--- src/rtl/alm_pkg.sv ---
package alm_pkg;
  localparam int NFIELD = 6;

  typedef struct packed {
    logic armed;
    logic flag;
  } alm_state_t;
endpackage

--- src/rtl/alm_rst_sync.sv ---
module alm_rst_sync (
  input  logic clk,
  input  logic rst_n,
  output logic rst_sync_n
);
  logic [1:0] sync_q;

  always_ff @(posedge clk or negedge rst_n) begin
    if (!rst_n) sync_q <= 2'b00;
    else        sync_q <= {sync_q[0], 1'b1};
  end

  assign rst_sync_n = sync_q[1];
endmodule

--- src/rtl/alm_match.sv ---
module alm_match
  import alm_pkg::*;
#(
  parameter  int SEC_W  = 6,
  parameter  int MIN_W  = 6,
  parameter  int HOUR_W = 5,
  parameter  int DOW_W  = 3,
  parameter  int DAY_W  = 5,
  parameter  int MON_W  = 4,
  localparam int TW     = SEC_W + MIN_W + HOUR_W + DOW_W + DAY_W + MON_W
) (
  input  logic [TW-1:0]     cur_t,
  input  logic [TW-1:0]     tgt_t,
  input  logic [NFIELD-1:0] fld_en,
  output logic              all_ok
);
  localparam int LO_MIN  = SEC_W;
  localparam int LO_HOUR = LO_MIN + MIN_W;
  localparam int LO_DOW  = LO_HOUR + HOUR_W;
  localparam int LO_DAY  = LO_DOW + DOW_W;
  localparam int LO_MON  = LO_DAY + DAY_W;
  localparam int FLD_LO [NFIELD] = '{0, LO_MIN, LO_HOUR, LO_DOW, LO_DAY, LO_MON};
  localparam int FLD_W  [NFIELD] = '{SEC_W, MIN_W, HOUR_W, DOW_W, DAY_W, MON_W};

  logic [NFIELD-1:0] fld_ok;

  for (genvar f = 0; f < NFIELD; f++) begin : g_fld
    localparam int LO = FLD_LO[f];
    localparam int W  = FLD_W[f];
    assign fld_ok[f] = ~fld_en[f] | (cur_t[LO +: W] == tgt_t[LO +: W]);
  end

  assign all_ok = (|fld_en) & (&fld_ok);
endmodule

--- src/rtl/alm_channel.sv ---
module alm_channel
  import alm_pkg::*;
(
  input  logic clk,
  input  logic rst_n,
  input  logic tick,
  input  logic fld_hit,
  input  logic rpt,
  input  logic arm,
  input  logic clr,
  output logic fire,
  output logic flag
);
  alm_state_t st_q, st_d;
  logic       st_en;

  always_comb begin
    fire         = tick & st_q.armed & fld_hit;
    st_d.flag    = fire | (st_q.flag & ~clr);
    st_d.armed   = arm | (st_q.armed & ~(fire & ~rpt));
    st_en        = tick | arm | clr;
  end

  always_ff @(posedge clk or negedge rst_n) begin
    if (!rst_n)     st_q <= '0;
    else if (st_en) st_q <= st_d;
  end

  assign flag = st_q.flag;
endmodule

--- src/rtl/alarm_pair_cmp.sv ---
module alarm_pair_cmp
  import alm_pkg::*;
#(
  parameter  int NUM_AL = 2,
  parameter  int SEC_W  = 6,
  parameter  int MIN_W  = 6,
  parameter  int HOUR_W = 5,
  parameter  int DOW_W  = 3,
  parameter  int DAY_W  = 5,
  parameter  int MON_W  = 4,
  localparam int TW     = SEC_W + MIN_W + HOUR_W + DOW_W + DAY_W + MON_W
) (
  input  logic                     clk,
  input  logic                     rst_n,
  input  logic                     tick,
  input  logic [SEC_W-1:0]         cur_sec,
  input  logic [MIN_W-1:0]         cur_min,
  input  logic [HOUR_W-1:0]        cur_hour,
  input  logic [DOW_W-1:0]         cur_dow,
  input  logic [DAY_W-1:0]         cur_day,
  input  logic [MON_W-1:0]         cur_mon,
  input  logic [NUM_AL*TW-1:0]     alm_time,
  input  logic [NUM_AL*NFIELD-1:0] alm_en,
  input  logic [NUM_AL-1:0]        alm_rpt,
  input  logic [NUM_AL-1:0]        alm_arm,
  input  logic [NUM_AL-1:0]        flag_clr,
  input  logic [NUM_AL-1:0]        irq_en,
  output logic [NUM_AL-1:0]        alm_flag,
  output logic                     irq_n
);
  logic              rst_sync_n;
  logic [TW-1:0]     cur_t;
  logic [NUM_AL-1:0] fld_hit;
  logic [NUM_AL-1:0] fire_vec;

  alm_rst_sync u_rst (
    .clk        (clk),
    .rst_n      (rst_n),
    .rst_sync_n (rst_sync_n)
  );

  assign cur_t = {cur_mon, cur_day, cur_dow, cur_hour, cur_min, cur_sec};

  for (genvar i = 0; i < NUM_AL; i++) begin : g_al
    alm_match #(
      .SEC_W (SEC_W), .MIN_W (MIN_W), .HOUR_W (HOUR_W),
      .DOW_W (DOW_W), .DAY_W (DAY_W), .MON_W  (MON_W)
    ) u_match (
      .cur_t  (cur_t),
      .tgt_t  (alm_time[i*TW +: TW]),
      .fld_en (alm_en[i*NFIELD +: NFIELD]),
      .all_ok (fld_hit[i])
    );

    alm_channel u_chan (
      .clk     (clk),
      .rst_n   (rst_sync_n),
      .tick    (tick),
      .fld_hit (fld_hit[i]),
      .rpt     (alm_rpt[i]),
      .arm     (alm_arm[i]),
      .clr     (flag_clr[i]),
      .fire    (fire_vec[i]),
      .flag    (alm_flag[i])
    );
  end

  assign irq_n = ~|(alm_flag & irq_en);
endmodule

--- config.mk ---
export PLATFORM = sky130hd
export DESIGN_NAME = alarm_pair_cmp
export DESIGN_NICKNAME = d
export VERILOG_FILES = /design/src/rtl/alm_pkg.sv /design/src/rtl/alm_rst_sync.sv /design/src/rtl/alm_match.sv /design/src/rtl/alm_channel.sv /design/src/rtl/alarm_pair_cmp.sv
export SDC_FILE = /design/constraint.sdc
export NUM_CORES = 1
export LEC_CHECK = 0
export BUFFER_PORTS_ARGS = -buffer_cell sky130_fd_sc_hd__buf_2
export CAP_MARGIN = 10
export CORE_MARGIN = 2
export CORE_UTILIZATION = 33
export DETAILED_ROUTE_END_ITERATION = 12
export PLACE_DENSITY = 0.8
export SYNTH_ARGS = -nofsm -noshare
export SYNTH_HDL_FRONTEND = slang
export SYNTH_SLANG_ARGS = --single-unit
export TNS_END_PERCENT = 1
--- constraint.sdc ---
create_clock -name clk -period 0.8 [get_ports clk]
set_input_delay 0.04 -clock clk [delete_from_list [all_inputs] [get_ports clk]]
set_output_delay 0.04 -clock clk [all_outputs]
set_load 0.02 [all_outputs]
==> flow_metrics.env, run 1 <==
export IMPL_outcome="finished with violations"
export IMPL_violations="setup timing"
export IMPL_cp_num_buf_inv=0
export IMPL_ys_seq_area_frac=0.1587
export IMPL_grtUsageTotal=0.2087
export IMPL_syn_avg_cell_area_um2=8.758
export IMPL_ys_warn_count=0
export IMPL_pwr_share_comb=0.559
export IMPL_syn_to_final_growth_pct=82.14
export IMPL_async_reset_ff_frac=1.000
export IMPL_place_ws_ns=-0.7319
export IMPL_drt_iter0_markers=37
export IMPL_leakage_uw=0.0008505
export IMPL_min_delay_start="flag_clr[1]"
export IMPL_slowest_stage="or4_4"
export IMPL_synth_top_cell_by_area="xnor2_1"
export IMPL_synthTopCellsByCount="xnor2_1 (34), xor2_1 (24), o31ai_1 (8)"
export IMPL_nNetsFinal=353
export IMPL_viasPerCell=4.838
export IMPL_clock_path_buffers=2
export IMPL_max_freq_mhz=717.5
export IMPL_worstPathCellList="o311a_1, nand3_2, or4_4, o22a_1"
export IMPL_r2r_slack_ns=-0.59
export IMPL_period_share=1.742
export IMPL_reg2reg_depth=4
export IMPL_numPortBuffers=112
export IMPL_grt_max_degree=5
export IMPL_rsz0062_at_grt="yes"
export IMPL_cp_required_ns=0.93
export IMPL_drv_slew=0
export IMPL_pwr_share_seq=0.236
export IMPL_end_kind="flop"
export IMPL_wirelength_um=3348
export IMPL_switchingPower_uw=419.3
export IMPL_final_hold_viol_count=0
export IMPL_max_stage_delay_ns=0.49
export IMPL_intPower_uw=932.3
export IMPL_cpLargestDelayFamily="simple AND/OR/NAND/NOR gates"
export IMPL_drc=0
export IMPL_crit_fanout=2
export IMPL_via_count=1316
export IMPL_fin_crit_ns=1.394
export IMPL_worst_slack_ns=-0.5938
export IMPL_synthDistinctLibCells=20
export IMPL_ir_drop_mv=0.7122
export IMPL_worstSkewPairLatency_ns=0.25
export IMPL_cts_buffers=3
export IMPL_dieWidth_um=57.54
export IMPL_synthCells=108
export IMPL_diodes=0
export IMPL_antenna_left=0
export IMPL_synth_area_leaders="xnor2_1 (31%), xor2_1 (22%), dfrtp_1 (16%)"
export IMPL_dieArea_mm2=0.003311
export IMPL_fin_hold_ws_ns=0.01578
export IMPL_min_path_type="input port to flop"
export IMPL_finalWeightedCongestion=0.7402
export IMPL_skew_ns=0.0009398
export IMPL_r2r_end="g_al[1].u_chan.st_q[1]$_DFFE_PN0P_"
export IMPL_cts_root_buffer="clkbuf_4"
export IMPL_power_density_mw_per_mm2=784.5
export IMPL_rows=19
export IMPL_crit_type="flop to flop"
export IMPL_setup_viol=7
export IMPL_crit_path_start_kind="flop"
export IMPL_grt_pass1_vias=1415
export IMPL_clkPwrFrac=0.205
export IMPL_ios=113
export IMPL_h_tree_depth=1
export IMPL_synth_top_area_frac=0.3148
export IMPL_cap_violations=0
export IMPL_grt_pass1_wl_um=5423
export IMPL_syn_nets=218
export IMPL_cts_tree="yes"
export IMPL_synthFlopType="dfrtp_1"
export IMPL_yosysMostFrequentCell="xnor2_1"
export IMPL_fp_dieH_um=57.54
export IMPL_coreArea_mm2=0.002734
export IMPL_grt_overflow_total=0
export IMPL_ys_ff_latch=6
export IMPL_min_to="g_al[1].u_chan.flag$_DFFE_PN0P_"
export IMPL_n_fill_cell=264
export IMPL_dr_pass1_iters=4
export IMPL_synth_edff_count=0
export IMPL_post_drt_wl_per_cell_um=12.31
export IMPL_cts_sinks=6
export IMPL_cp_data_arrival_time_ns=1.52
export IMPL_drive_gt1_frac=0.5685
export IMPL_syn_cell_area_um2=945.9
export IMPL_path_clk_slew_ns=0.04
export IMPL_whs_path_depth=2
export IMPL_antenna_found_initial=0
export IMPL_reg2reg_from="g_al[1].u_chan.st_q[1]$_DFFE_PN0P_"
export IMPL_hpwlAfterDp_um=3078
export IMPL_initial_utilization=0.3460
export IMPL_switching_share=0.3102
-- per-layer routing --
layer  share of wire  global-route usage  vias up
met3           0.089             0.03855        7
met5               0                   0        -
met1            0.34              0.1997      596
met4           0.013             0.07641        0
met2            0.56              0.4269       62
li1                -                   -      651
-- sequential cells by signal, indices dropped and copies added (netlist names) --
name,flops
g_al.u_chan.st_q,2
u_rst.sync_q,2
g_al.u_chan.flag,2
-- final cells by class --
class                   instances  area (µm²)  share of cell area
multi-input cells              98       785.8              0.4561
repair buffers                132       718.2              0.4168
flip-flops and latches          6       150.1             0.08715
well taps                      31       38.79             0.02251
clock buffers                   3       22.52             0.01307
inverters                       2       7.507            0.004357
-- how the worst max path moves through the flow --
| stage | startpoint | endpoint | slack (ns) | cells past startpoint |
|---|---|---|---|---|
| 2_1_floorplan | cur_mon[2] | g_al[1].u_chan.st_q[1]$_DFFE_PN0P_ | -0.54 | 5 |
| 6_report | g_al[1].u_chan.st_q[1]$_DFFE_PN0P_ | g_al[1].u_chan.st_q[1]$_DFFE_PN0P_ | -0.59 | 4 |
| 3_5_place_dp | cur_mon[2] | g_al[1].u_chan.st_q[1]$_DFFE_PN0P_ | -0.73 | 6 |
| 3_3_place_gp | cur_mon[2] | g_al[1].u_chan.st_q[1]$_DFFE_PN0P_ | -0.70 | 6 |
| 4_1_cts | g_al[1].u_chan.st_q[1]$_DFFE_PN0P_ | g_al[1].u_chan.st_q[1]$_DFFE_PN0P_ | -0.57 | 4 |
| 5_1_grt | g_al[1].u_chan.st_q[1]$_DFFE_PN0P_ | g_al[1].u_chan.st_q[1]$_DFFE_PN0P_ | -0.65 | 4 |
-- layout by cell type (no fill, tap or decap), types with 2 or more instances in the layout --
cell	n
buf_2	111
xnor2_1	34
xor2_1	24
buf_4	19
o31ai_1	8
nand4_1	7
nand3_1	6
dfrtp_1	6
nor2_1	3
clkbuf_4	3
a22oi_1	2
o22a_1	2
inv_1	2
o22ai_1	2
or4_4	2
dlygate4sd3_1	2
-- cell families after synthesis --
kind of cell,Yosys count,share of synthesized area
other,1,0.003964
buffers and inverters,4,0.02381
AND/OR/NAND/NOR,21,0.1230
flip-flops,6,0.1587
XOR/XNOR,58,0.5370
AO/OA/AOI/OAI,18,0.1534
-- what timing repair did --
action,CTS,global route
endpoints found under the hold margin,3,0
setup buffers,0,1
endpoints found under the setup margin,7,7
pin swaps,3,1
hold buffers,2,0
gates resized for setup,1,3
-- power groups by stage --
stage          logic [µW]  clock network, µW  registers, µW
2_1_floorplan         298                  0            321
3_3_place_gp          724                  0            323
3_5_place_dp          743                  0            323
4_1_cts               756                285            319
5_1_grt               835                304            320
6_report              756                276            319
-- per-stage QoR --
step,instances,setup TNS [ns],utilization,power [µW],cell area (µm²)
2_1_floorplan,108,-0.9676,-,619.3,945.9
3_3_place_gp,266,-2.017,0.6064,1047,1658
3_5_place_dp,266,-2.090,0.6064,1066,1658
4_1_cts,271,-1.460,0.6233,1360,1704
5_1_grt,272,-1.878,0.6302,1459,1723
6_report,272,-1.454,0.6302,1352,1723
Note: power is estimated with default switching activity, not from simulation.
==> run 2, diff against run 1 <==
CELL_PAD_IN_SITES_DETAIL_PLACEMENT = 2   (was not set)
CELL_PAD_IN_SITES_GLOBAL_PLACEMENT = 2   (was not set)
CORE_UTILIZATION = 15   (was 33)
CTS_CLUSTER_DIAMETER = 150   (was not set)
PLACE_DENSITY = 0.79   (was 0.8)
==> run 2 against run 1 <==
Largest cell class unchanged. Non-clock buffer count grew 6. Sequential share of layout area down 0.58 points. Combinational power rose by 6.7%. The flow still finishes with violations (setup timing). Fmax down 2.3%. Critical path depth up 2. Register-to-register slack improved by 0.02 ns. Via count grew 3.7%.
==> flow_metrics.env, run 2 (same netlist as run 1, synthesis figures left out) <==
export IMPL_outcome="finished with violations"
export IMPL_violations="setup timing"
export IMPL_finalPower_uw=1568
export IMPL_dieWidth_um=83.41
export IMPL_grt_pass1_wl_um=7155
export IMPL_syn_to_final_growth_pct=95.24
export IMPL_switching_share=0.2933
export IMPL_numPortBuffers=112
export IMPL_coreArea_mm2=0.005991
export IMPL_rsz0062_at_grt="yes"
export IMPL_cap_violations=0
export IMPL_h_tree_depth=1
export IMPL_max_freq_mhz=700.7
export IMPL_hpwlAfterDp_um=4286
export IMPL_pwr_share_seq=0.204
export IMPL_crit_type="input port to flop"
export IMPL_post_drt_wl_per_cell_um=14.05
export IMPL_wirelength_um=4525
export IMPL_period_share=1.784
export IMPL_antenna_found_initial=0
export IMPL_cp_data_arrival_time_ns=1.53
export IMPL_final_common_cell="buf_2"
export IMPL_cts_sinks=6
export IMPL_cpLargestDelayFamily="simple AND/OR/NAND/NOR gates"
export IMPL_min_path_type="input port to flop"
export IMPL_antenna_left=0
export IMPL_final_area_mm2=0.001847
export IMPL_cts_tree="yes"
export IMPL_drc=0
export IMPL_worstSkewPairLatency_ns=0.22
export IMPL_fp_dieH_um=83.41
export IMPL_nNetsFinal=359
export IMPL_crit_path_start_kind="input port"
export IMPL_worst_slack_ns=-0.6272
export IMPL_drv_slew=0
export IMPL_cts_buffers=3
export IMPL_grt_overflow_total=0
export IMPL_path_clk_slew_ns=0.04
export IMPL_place_area_mm2=0.001765
export IMPL_layout_common_cells="buf_2 (110), xnor2_1 (34), buf_4 (26)"
export IMPL_grt_pass1_vias=1618
export IMPL_clkPwrFrac=0.282
export IMPL_setup_viol=7
export IMPL_end_kind="flop"
export IMPL_diodes=0
export IMPL_via_count=1365
export IMPL_crit_fanout=2
export IMPL_finalWeightedCongestion=0.7362
export IMPL_leakage_uw=0.0008876
export IMPL_intPower_uw=1108
export IMPL_drive_gt1_frac=0.5830
export IMPL_grt_max_degree=5
export IMPL_viasPerCell=4.239
export IMPL_cts_root_buffer="clkbuf_8"
export IMPL_dr_pass1_iters=2
export IMPL_clock_path_buffers=2
export IMPL_initial_utilization=0.1579
export IMPL_power_density_mw_per_mm2=849.2
export IMPL_grtUsageTotal=0.1278
export IMPL_skew_ns=0.0003612
export IMPL_switchingPower_uw=460.0
export IMPL_final_hold_viol_count=0
export IMPL_worstPathCellList="buf_2, xor2_1, o41ai_2, nand3_1, or4_4, o22a_1"
export IMPL_fin_crit_ns=1.427
export IMPL_max_stage_delay_ns=0.50
export IMPL_slowest_stage="or4_4"
export IMPL_ir_drop_mv=0.3087
export IMPL_drt_iter0_markers=7
export IMPL_cp_num_buf_inv=1
export IMPL_pwr_share_comb=0.514
export IMPL_dieArea_mm2=0.006957
export IMPL_ios=113
export IMPL_rows=28
export IMPL_cp_required_ns=0.90
run 2: final cells by class:
cell class,count,area [µm²]
Inverter,2,7.507
Clock buffer,3,41.29
Multi-Input combinational cell,98,787.0
Tap cell,75,93.84
Timing Repair Buffer,138,767.0
Sequential cell,6,150.1
Fill cell,744,4144
run 2: final timing paths:
| path | startpoint | endpoint | slack (ns) | depth (start not counted) |
|---|---|---|---|---|
| max in group asynchronous | rst_n | u_rst.sync_q[1]$_DFF_PN0_ | 0.57 | 2 |
| setup / recovery | cur_mon[3] | g_al[1].u_chan.st_q[1]$_DFFE_PN0P_ | -0.63 | 6 |
| min in group asynchronous | u_rst.sync_q[1]$_DFF_PN0_ | g_al[1].u_chan.flag$_DFFE_PN0P_ | 0.06 | 0 |
| hold reg to reg | u_rst.sync_q[1]$_DFF_PN0_ | g_al[1].u_chan.flag$_DFFE_PN0P_ | 0.06 | 0 |
| setup reg to reg | g_al[1].u_chan.st_q[1]$_DFFE_PN0P_ | g_al[1].u_chan.st_q[1]$_DFFE_PN0P_ | -0.57 | 4 |
| hold / removal | flag_clr[0] | g_al[0].u_chan.flag$_DFFE_PN0P_ | 0.02 | 2 |
run 2: power by group through the flow:
| stage | Sequential (µW) | Clock [µW] | Combinational, µW |
|---|---|---|---|
| after floorplan | 321 | 0 | 298 |
| after global placement | 324 | 0 | 768 |
| after detailed placement | 324 | 0 | 804 |
| after CTS | 320 | 457 | 815 |
| after global routing | 321 | 492 | 894 |
| final | 320 | 442 | 807 |
run 2: metrics by stage:
stage,cells,TNS (ns),hold WS [ns],worst slack (ns),util
2_1_floorplan,108,-0.9676,-0.2556,-0.5439,-
3_3_place_gp,317,-2.336,-0.1741,-0.7277,0.2947
3_5_place_dp,317,-2.539,-0.1726,-0.8471,0.2947
4_1_cts,321,-1.842,0.02319,-0.6195,0.3043
5_1_grt,322,-2.217,0.02229,-0.6903,0.3083
6_report,322,-1.789,0.02203,-0.6272,0.3083
run 2: timing repair:
| action | CTS | global route |
|---|---|---|
| hold buffers | 1 | 0 |
| endpoints found under the setup margin | 7 | 7 |
| buffers inserted | 0 | 1 |
| pin swaps | 1 | 2 |
| resized for setup | 2 | 4 |
| hold endpoints to repair | 2 | 0 |
run 2: worst reg2reg max path, cell delays in order (launching register included):
cell and delay (ns):
dfrtp_1 0.34, o311a_1 0.16, nand3_1 0.09, or4_4 0.50, o22a_1 0.17
run 2: layer usage:
| layer | wire length [µm] | GRT usage |
|---|---|---|
| met3 | 316 | 0.02485 |
| met2 | 2628 | 0.2698 |
| met1 | 1525 | 0.1223 |
| met4 | 55 | 0.03372 |
| met5 | 0 | 0 |
